<file path="src/rtl/oets_pkg.sv">
package oets_pkg;

    typedef enum logic [1:0] {
        ST_IDLE   = 2'd0,
        ST_LOAD   = 2'd1,
        ST_SORT   = 2'd2,
        ST_UNLOAD = 2'd3
    } oets_state_e;

endpackage

</file>
<file path="src/rtl/oets_cmp_swap.sv">
module oets_cmp_swap #(
    parameter int WIDTH = 16
) (
    input  logic [WIDTH-1:0] a,
    input  logic [WIDTH-1:0] b,
    output logic [WIDTH-1:0] lo,
    output logic [WIDTH-1:0] hi
);
    logic swap;

    // equal values keep their positions: exchange only on strict inversion
    always_comb begin
        swap = (b < a);
        lo   = swap ? b : a;
        hi   = swap ? a : b;
    end
endmodule

</file>
<file path="src/rtl/oets_ctrl.sv">
module oets_ctrl
    import oets_pkg::*;
#(
    parameter int SLOTS = 48
) (
    input  logic        clk,
    input  logic        rst_n,
    input  logic        start,
    input  logic        ld_valid,
    output oets_state_e state,
    output logic        shift_en,
    output logic        sort_en,
    output logic        phase_odd,
    output logic        done
);
    localparam int CW = (SLOTS > 2) ? $clog2(SLOTS) : 1;
    localparam logic [CW-1:0] LAST = CW'(SLOTS - 1);

    typedef struct packed {
        oets_state_e   st;
        logic [CW-1:0] cnt;
        logic          done;
    } ctrl_t;

    ctrl_t ctrl_d, ctrl_q;

    always_comb begin
        ctrl_d      = ctrl_q;
        ctrl_d.done = 1'b0;
        unique case (ctrl_q.st)
            ST_IDLE: begin
                if (start) begin
                    ctrl_d.st  = ST_LOAD;
                    ctrl_d.cnt = '0;
                end
            end
            ST_LOAD: begin
                if (ld_valid) begin
                    if (ctrl_q.cnt == LAST) begin
                        ctrl_d.st  = ST_SORT;
                        ctrl_d.cnt = '0;
                    end else begin
                        ctrl_d.cnt = ctrl_q.cnt + 1'b1;
                    end
                end
            end
            ST_SORT: begin
                if (ctrl_q.cnt == LAST) begin
                    ctrl_d.st   = ST_UNLOAD;
                    ctrl_d.cnt  = '0;
                    ctrl_d.done = 1'b1;
                end else begin
                    ctrl_d.cnt = ctrl_q.cnt + 1'b1;
                end
            end
            ST_UNLOAD: begin
                if (ctrl_q.cnt == LAST) begin
                    ctrl_d.st  = ST_IDLE;
                    ctrl_d.cnt = '0;
                end else begin
                    ctrl_d.cnt = ctrl_q.cnt + 1'b1;
                end
            end
            default: ctrl_d.st = ST_IDLE;
        endcase
    end

    always_ff @(posedge clk or negedge rst_n) begin
        if (!rst_n) begin
            ctrl_q <= '{st: ST_IDLE, cnt: '0, done: 1'b0};
        end else begin
            ctrl_q <= ctrl_d;
        end
    end

    always_comb begin
        state     = ctrl_q.st;
        shift_en  = ((ctrl_q.st == ST_LOAD) && ld_valid) || (ctrl_q.st == ST_UNLOAD);
        sort_en   = (ctrl_q.st == ST_SORT);
        phase_odd = ctrl_q.cnt[0];
        done      = ctrl_q.done;
    end

    // completion pulse lasts one cycle
    a_r4_done_single: assert property (@(posedge clk) disable iff (!rst_n)
        ctrl_q.done |=> !ctrl_q.done);

    // once sorting, only sorting or unloading may follow
    a_r7_sort_holds: assert property (@(posedge clk) disable iff (!rst_n)
        (ctrl_q.st == ST_SORT) |=> (ctrl_q.st == ST_SORT || ctrl_q.st == ST_UNLOAD));

    // the phase/load counter never passes the last slot
    a_r2_cnt_range: assert property (@(posedge clk) disable iff (!rst_n)
        ctrl_q.cnt <= LAST);

    // the final unload beat returns the block to idle
    a_r5_unload_exit: assert property (@(posedge clk) disable iff (!rst_n)
        (ctrl_q.st == ST_UNLOAD && ctrl_q.cnt == LAST) |=> (ctrl_q.st == ST_IDLE));
endmodule

</file>
<file path="src/rtl/oets_regbank.sv">
module oets_regbank #(
    parameter int SLOTS = 48,
    parameter int WIDTH = 16
) (
    input  logic             clk,
    input  logic             rst_n,
    input  logic             shift_en,
    input  logic [WIDTH-1:0] shift_in,
    input  logic             sort_en,
    input  logic             phase_odd,
    output logic [WIDTH-1:0] head
);
    localparam int PAIRS = SLOTS - 1;

    typedef struct packed {
        logic [SLOTS-1:0][WIDTH-1:0] slot;
    } bank_t;

    bank_t bank_d, bank_q;

    logic [WIDTH-1:0] lo_w  [PAIRS];
    logic [WIDTH-1:0] hi_w  [PAIRS];
    logic [WIDTH-1:0] ev_val[SLOTS];
    logic [WIDTH-1:0] od_val[SLOTS];

    // one compare-exchange element per neighbour pair (p, p+1)
    for (genvar p = 0; p < PAIRS; p++) begin : g_pair
        oets_cmp_swap #(.WIDTH(WIDTH)) i_cmp (
            .a  (bank_q.slot[p]),
            .b  (bank_q.slot[p+1]),
            .lo (lo_w[p]),
            .hi (hi_w[p])
        );
    end

    // per slot: result in the even grouping (0,1)(2,3).. and the odd one (1,2)(3,4)..
    for (genvar j = 0; j < SLOTS; j++) begin : g_slot
        localparam bit EV_LO = ((j % 2) == 0) && (j + 1 < SLOTS);
        localparam bit EV_HI = ((j % 2) == 1);
        localparam bit OD_LO = ((j % 2) == 1) && (j + 1 < SLOTS);
        localparam bit OD_HI = ((j % 2) == 0) && (j >= 1);
        if (EV_LO) begin : g_ev_lo
            assign ev_val[j] = lo_w[j];
        end else if (EV_HI) begin : g_ev_hi
            assign ev_val[j] = hi_w[j-1];
        end else begin : g_ev_keep
            assign ev_val[j] = bank_q.slot[j];
        end
        if (OD_LO) begin : g_od_lo
            assign od_val[j] = lo_w[j];
        end else if (OD_HI) begin : g_od_hi
            assign od_val[j] = hi_w[j-1];
        end else begin : g_od_keep
            assign od_val[j] = bank_q.slot[j];
        end
    end

    always_comb begin
        bank_d = bank_q;
        if (shift_en) begin
            for (int j = 0; j < SLOTS - 1; j++) begin
                bank_d.slot[j] = bank_q.slot[j+1];
            end
            bank_d.slot[SLOTS-1] = shift_in;
        end else if (sort_en) begin
            for (int j = 0; j < SLOTS; j++) begin
                bank_d.slot[j] = phase_odd ? od_val[j] : ev_val[j];
            end
        end
    end

    always_ff @(posedge clk or negedge rst_n) begin
        if (!rst_n) begin
            bank_q <= '0;
        end else begin
            bank_q <= bank_d;
        end
    end

    assign head = bank_q.slot[0];

    // after an even-grouping step the two lowest slots are in order
    a_r6_pair_ordered: assert property (@(posedge clk) disable iff (!rst_n)
        (sort_en && !phase_odd && !shift_en) |=> (bank_q.slot[0] <= bank_q.slot[1]));
endmodule

</file>
<file path="src/rtl/oets_sorter.sv">
module oets_sorter
    import oets_pkg::*;
#(
    parameter int SLOTS = 48,
    parameter int WIDTH = 16
) (
    input  logic             clk,
    input  logic             rst_n,
    input  logic             ld_valid,
    input  logic [WIDTH-1:0] ld_data,
    input  logic             start,
    output logic             done,
    output logic             out_valid,
    output logic [WIDTH-1:0] out_data
);
    oets_state_e      state;
    logic             shift_en;
    logic             sort_en;
    logic             phase_odd;
    logic [WIDTH-1:0] shift_in;
    logic [WIDTH-1:0] head;

    oets_ctrl #(.SLOTS(SLOTS)) i_ctrl (
        .clk       (clk),
        .rst_n     (rst_n),
        .start     (start),
        .ld_valid  (ld_valid),
        .state     (state),
        .shift_en  (shift_en),
        .sort_en   (sort_en),
        .phase_odd (phase_odd),
        .done      (done)
    );

    // unload drains the chain and backfills zeros; load feeds the tail
    assign shift_in = (state == ST_LOAD) ? ld_data : '0;

    oets_regbank #(.SLOTS(SLOTS), .WIDTH(WIDTH)) i_bank (
        .clk       (clk),
        .rst_n     (rst_n),
        .shift_en  (shift_en),
        .shift_in  (shift_in),
        .sort_en   (sort_en),
        .phase_odd (phase_odd),
        .head      (head)
    );

    assign out_valid = (state == ST_UNLOAD);
    assign out_data  = head;

    // the output burst opens together with the completion pulse
    a_r5_valid_with_done: assert property (@(posedge clk) disable iff (!rst_n)
        $rose(out_valid) |-> done);

    // successive output beats never decrease
    a_r6_ascending: assert property (@(posedge clk) disable iff (!rst_n)
        (out_valid && $past(out_valid)) |-> ($past(out_data) <= out_data));
endmodule

</file>
<file path="config.mk">
export PLATFORM = sky130hd
export DESIGN_NAME = oets_sorter
export DESIGN_NICKNAME = d
export VERILOG_FILES = /design/src/rtl/oets_pkg.sv /design/src/rtl/oets_cmp_swap.sv /design/src/rtl/oets_ctrl.sv /design/src/rtl/oets_regbank.sv /design/src/rtl/oets_sorter.sv
export SDC_FILE = /design/constraint.sdc
export NUM_CORES = 2
export LEC_CHECK = 0
export BUFFER_PORTS_ARGS = -buffer_cell sky130_fd_sc_hd__buf_2
export CAP_MARGIN = 20
export CORE_MARGIN = 2
export CORE_UTILIZATION = 55
export CTS_CLUSTER_DIAMETER = 60
export CTS_CLUSTER_SIZE = 40
export DETAILED_ROUTE_END_ITERATION = 12
export GPL_TIMING_DRIVEN = 0
export PLACE_DENSITY = 0.71
export SLEW_MARGIN = 20
export SYNTH_ARGS = -nofsm -noshare
export SYNTH_HDL_FRONTEND = slang
export SYNTH_HIERARCHICAL = 1
export SYNTH_SLANG_ARGS = --single-unit
export TNS_END_PERCENT = 5
</file>
<file path="constraint.sdc">
create_clock -name clk -period 3.64 [get_ports clk]
set_input_delay 0.728 -clock clk [delete_from_list [all_inputs] [get_ports clk]]
set_output_delay 0.728 -clock clk [all_outputs]
set_load 0.01 [all_outputs]
</file>
==> reports/results.ini <==
[run_status]
status=complete, no violations

[drt]
vias=67500
viasPerCell=6.31
first_iter_violations=4484
drc_errors=0
avgRoutedWirePerCell_um=21.6
wirelength_um=232000
drtAntennaViolNets=0
dr.pass1.iters=7

[worst_hold_path]
holdPathStages=4
worstHoldPathType=input pin to register
worstHoldStart=ld_data[6]

[synthesis]
muxShareOfSynthArea_pct=29.3
syn_area_per_cell_um2=9.81
synthXorXnorAreaFrac_pct=0
synth_nets=9183
synth_fa_ha_area_share_pct=10.7
ys.warnings.count=6
synth_edf_count=0
yosysUniqueCellTypes=50
synthArstFlopShare_pct=100
synth_cells=8452
yosysTopAreaCell=dfrtp_1
ys_seq_area_share_pct=23.4
synth_compound_area_share_pct=12.6
synth-main-ff-cell=dfrtp_1
ys_seq_elements=777
netlist_area_mm2=0.0829
synth.area.top_cells=dfrtp_1, mux2_2, ha_1
netlist.area_leader.share_pct=23.4
synth-simple-area-share_pct=15.2
synth_top_family_by_area=multiplexers

[clocking]
cts_tree=built
cts_buffers=105
cts_max_level=3
ctsLongestPathBuffers=3
cts-root-buf=clkbuf_16
cts.sinks=777
clock_latency_ps=740
cts_resized=0
cts.clk_slew.worst_paths_ps=60

[cells_and_area]
area_growth_pct=8.01
num-fill-cells=12600
fin_nets=9335
layout-drive-gt1-share_pct=23.7
final_cell_mix=mux2_2, nand2_1, o211ai_1
n_antenna_cell=0
mostFrequentLayoutCell=mux2_2

[timing]
rsz0062_at_grt=no
fin_tns_setup_ps=0
hold_viol=0
drv_slew=0
fin_skew_ps=38.8
tightest_slew_ps=798
finalCriticalPeriod_ps=3180
slew_headroom_pct=46.8
clock.fmax_mhz=314
finalCritPeriodShare_pct=87.5
setup_viol_count_final=0

[setup_path]
max_stage_delay_ps=570
critPathBufInv=2
path_cells=inv_1 > ha_1 > and4_1 > o211ai_1 > or4_1 > o2111ai_4 > buf_8 > mux2_2 > mux2i_1 > o211ai_1
worstPathMaxFanout=10
end_kind=register
setup.worst_path.class=register to register
cp_top_family=simple AND/OR/NAND/NOR gates
worstPathArrival_ps=3770
cpMostUsedCell=o211ai_1
cp_slowest_cell=dfrtp_1
cp.depth=10
timing.critical_path.from=i_bank/bank_q[283]
crit-reg2reg-launch=i_bank/bank_q[283]
start_kind=register
r2r_cells=10
required_ps=4220

[flow_run]
drv_cap=0

[floorplan]
fp.dieH_um=392
start_util_pct=55.4
coreArea_mm2=0.150
row_count=142
fp.dieArea_mm2=0.154
die_x_um=392
pin_count=38

[global_route]
grt_pass1_wl_um=377000
overflow=0
antenna_found_initial=1
first_global_vias=69000
grt_max_degree=119
grtUsageTotal_pct=29.5

[placement]
gp_congestion=0.884
io_buffers=37
dp_hpwl_um=170000

routing by layer:
| layer | wire length [um] | vias to the layer above | global-route usage (%) | part of all wire, % |
|---|---|---|---|---|
| met5 | 0 | - | 0 | 0 |
| met4 | 7050 | 0 | 9.92 | 3.0 |
| met3 | 10200 | 428 | 3.14 | 4.4 |
| met2 | 110000 | 1703 | 49.1 | 48 |
| met1 | 104000 | 33800 | 39.9 | 45 |
| li1 | - | 31600 | - | - |
cells in the mapped netlist (48+ instances only):
| cell type | instances |
|---|---|
| clkbuf_1 | 226 |
| nor2b_1 | 48 |
| a21oi_1 | 190 |
| mux2_2 | 1364 |
| mux2i_1 | 737 |
| inv_1 | 739 |
| o211ai_1 | 783 |
| o21ai_0 | 99 |
| buf_4 | 93 |
| ha_1 | 711 |
| nand2b_1 | 50 |
| nand2_1 | 914 |
| buf_2 | 98 |
| mux2_1 | 141 |
| or3b_1 | 736 |
| dfrtp_1 | 777 |
| nand3_1 | 96 |
| buf_8 | 141 |
final cells by class:
class                   count  area [um2]  area share, %
repair buffers             45         403          0.450
clock inverters            64         801          0.894
well taps                2016        2520           2.82
clock buffers             129        2920           3.26
plain buffers             591        4440           4.96
inverters                 739        2770           3.10
multi-input cells        6345       56300           62.8
flip-flops and latches    777       19400           21.7
tightest hold or removal path, cell delays in order:
cell and delay (ps):
buf_2 120, and3b_1 160, nand2_1 50, o311ai_1 70
through the flow:
step                instance area, um2  setup WS [ps]  cells  util [%]  hold WS [ps]
detailed placement               85900            563  10500      57.3           519
global route                     89600            346  10700      59.8           440
global placement                 85600         -16920  10500      57.2           489
finish                           89600            456  10700      59.8           453
CTS                              89600            519  10700      59.8           404
floorplan                        82900           1030   8452         -           432
what timing repair did:
action / 4_1_cts / 5_1_grt
hold endpoints to repair: 87 / 0
setup buffers: 0 / 0
hold buffers: 1 / 0
flip-flops by register name (all words and copies together) (netlist names):
name              cells
i_ctrl/phase_odd      1
i_ctrl/state          2
i_bank/head          16
i_ctrl/ctrl_q         5
i_ctrl/done           1
i_bank/bank_q       752
worst paths after layout:
check,endpoint,slack (ps)
worst max register to register,i_bank/bank_q[285],460
worst min-delay path,i_bank/bank_q[758],450
worst max-delay path,i_bank/bank_q[285],460
worst min register to register,i_ctrl/ctrl_q[2],550
min in group asynchronous,i_bank/bank_q[600],600
max in group asynchronous,i_bank/bank_q[273],1070
logic make-up (layout without fill, tap and decap cells):
family,after synthesis,after routing
mux,2242,2242
simple gates,2048,2048
compound gates,1344,1344
buf+inv,1330,1568
flops,777,777
fa+ha+maj,711,711
Power is left out: the tool's default activity adds up to more than one toggle a clock period on the data nets, which glitch-free logic cannot reach.
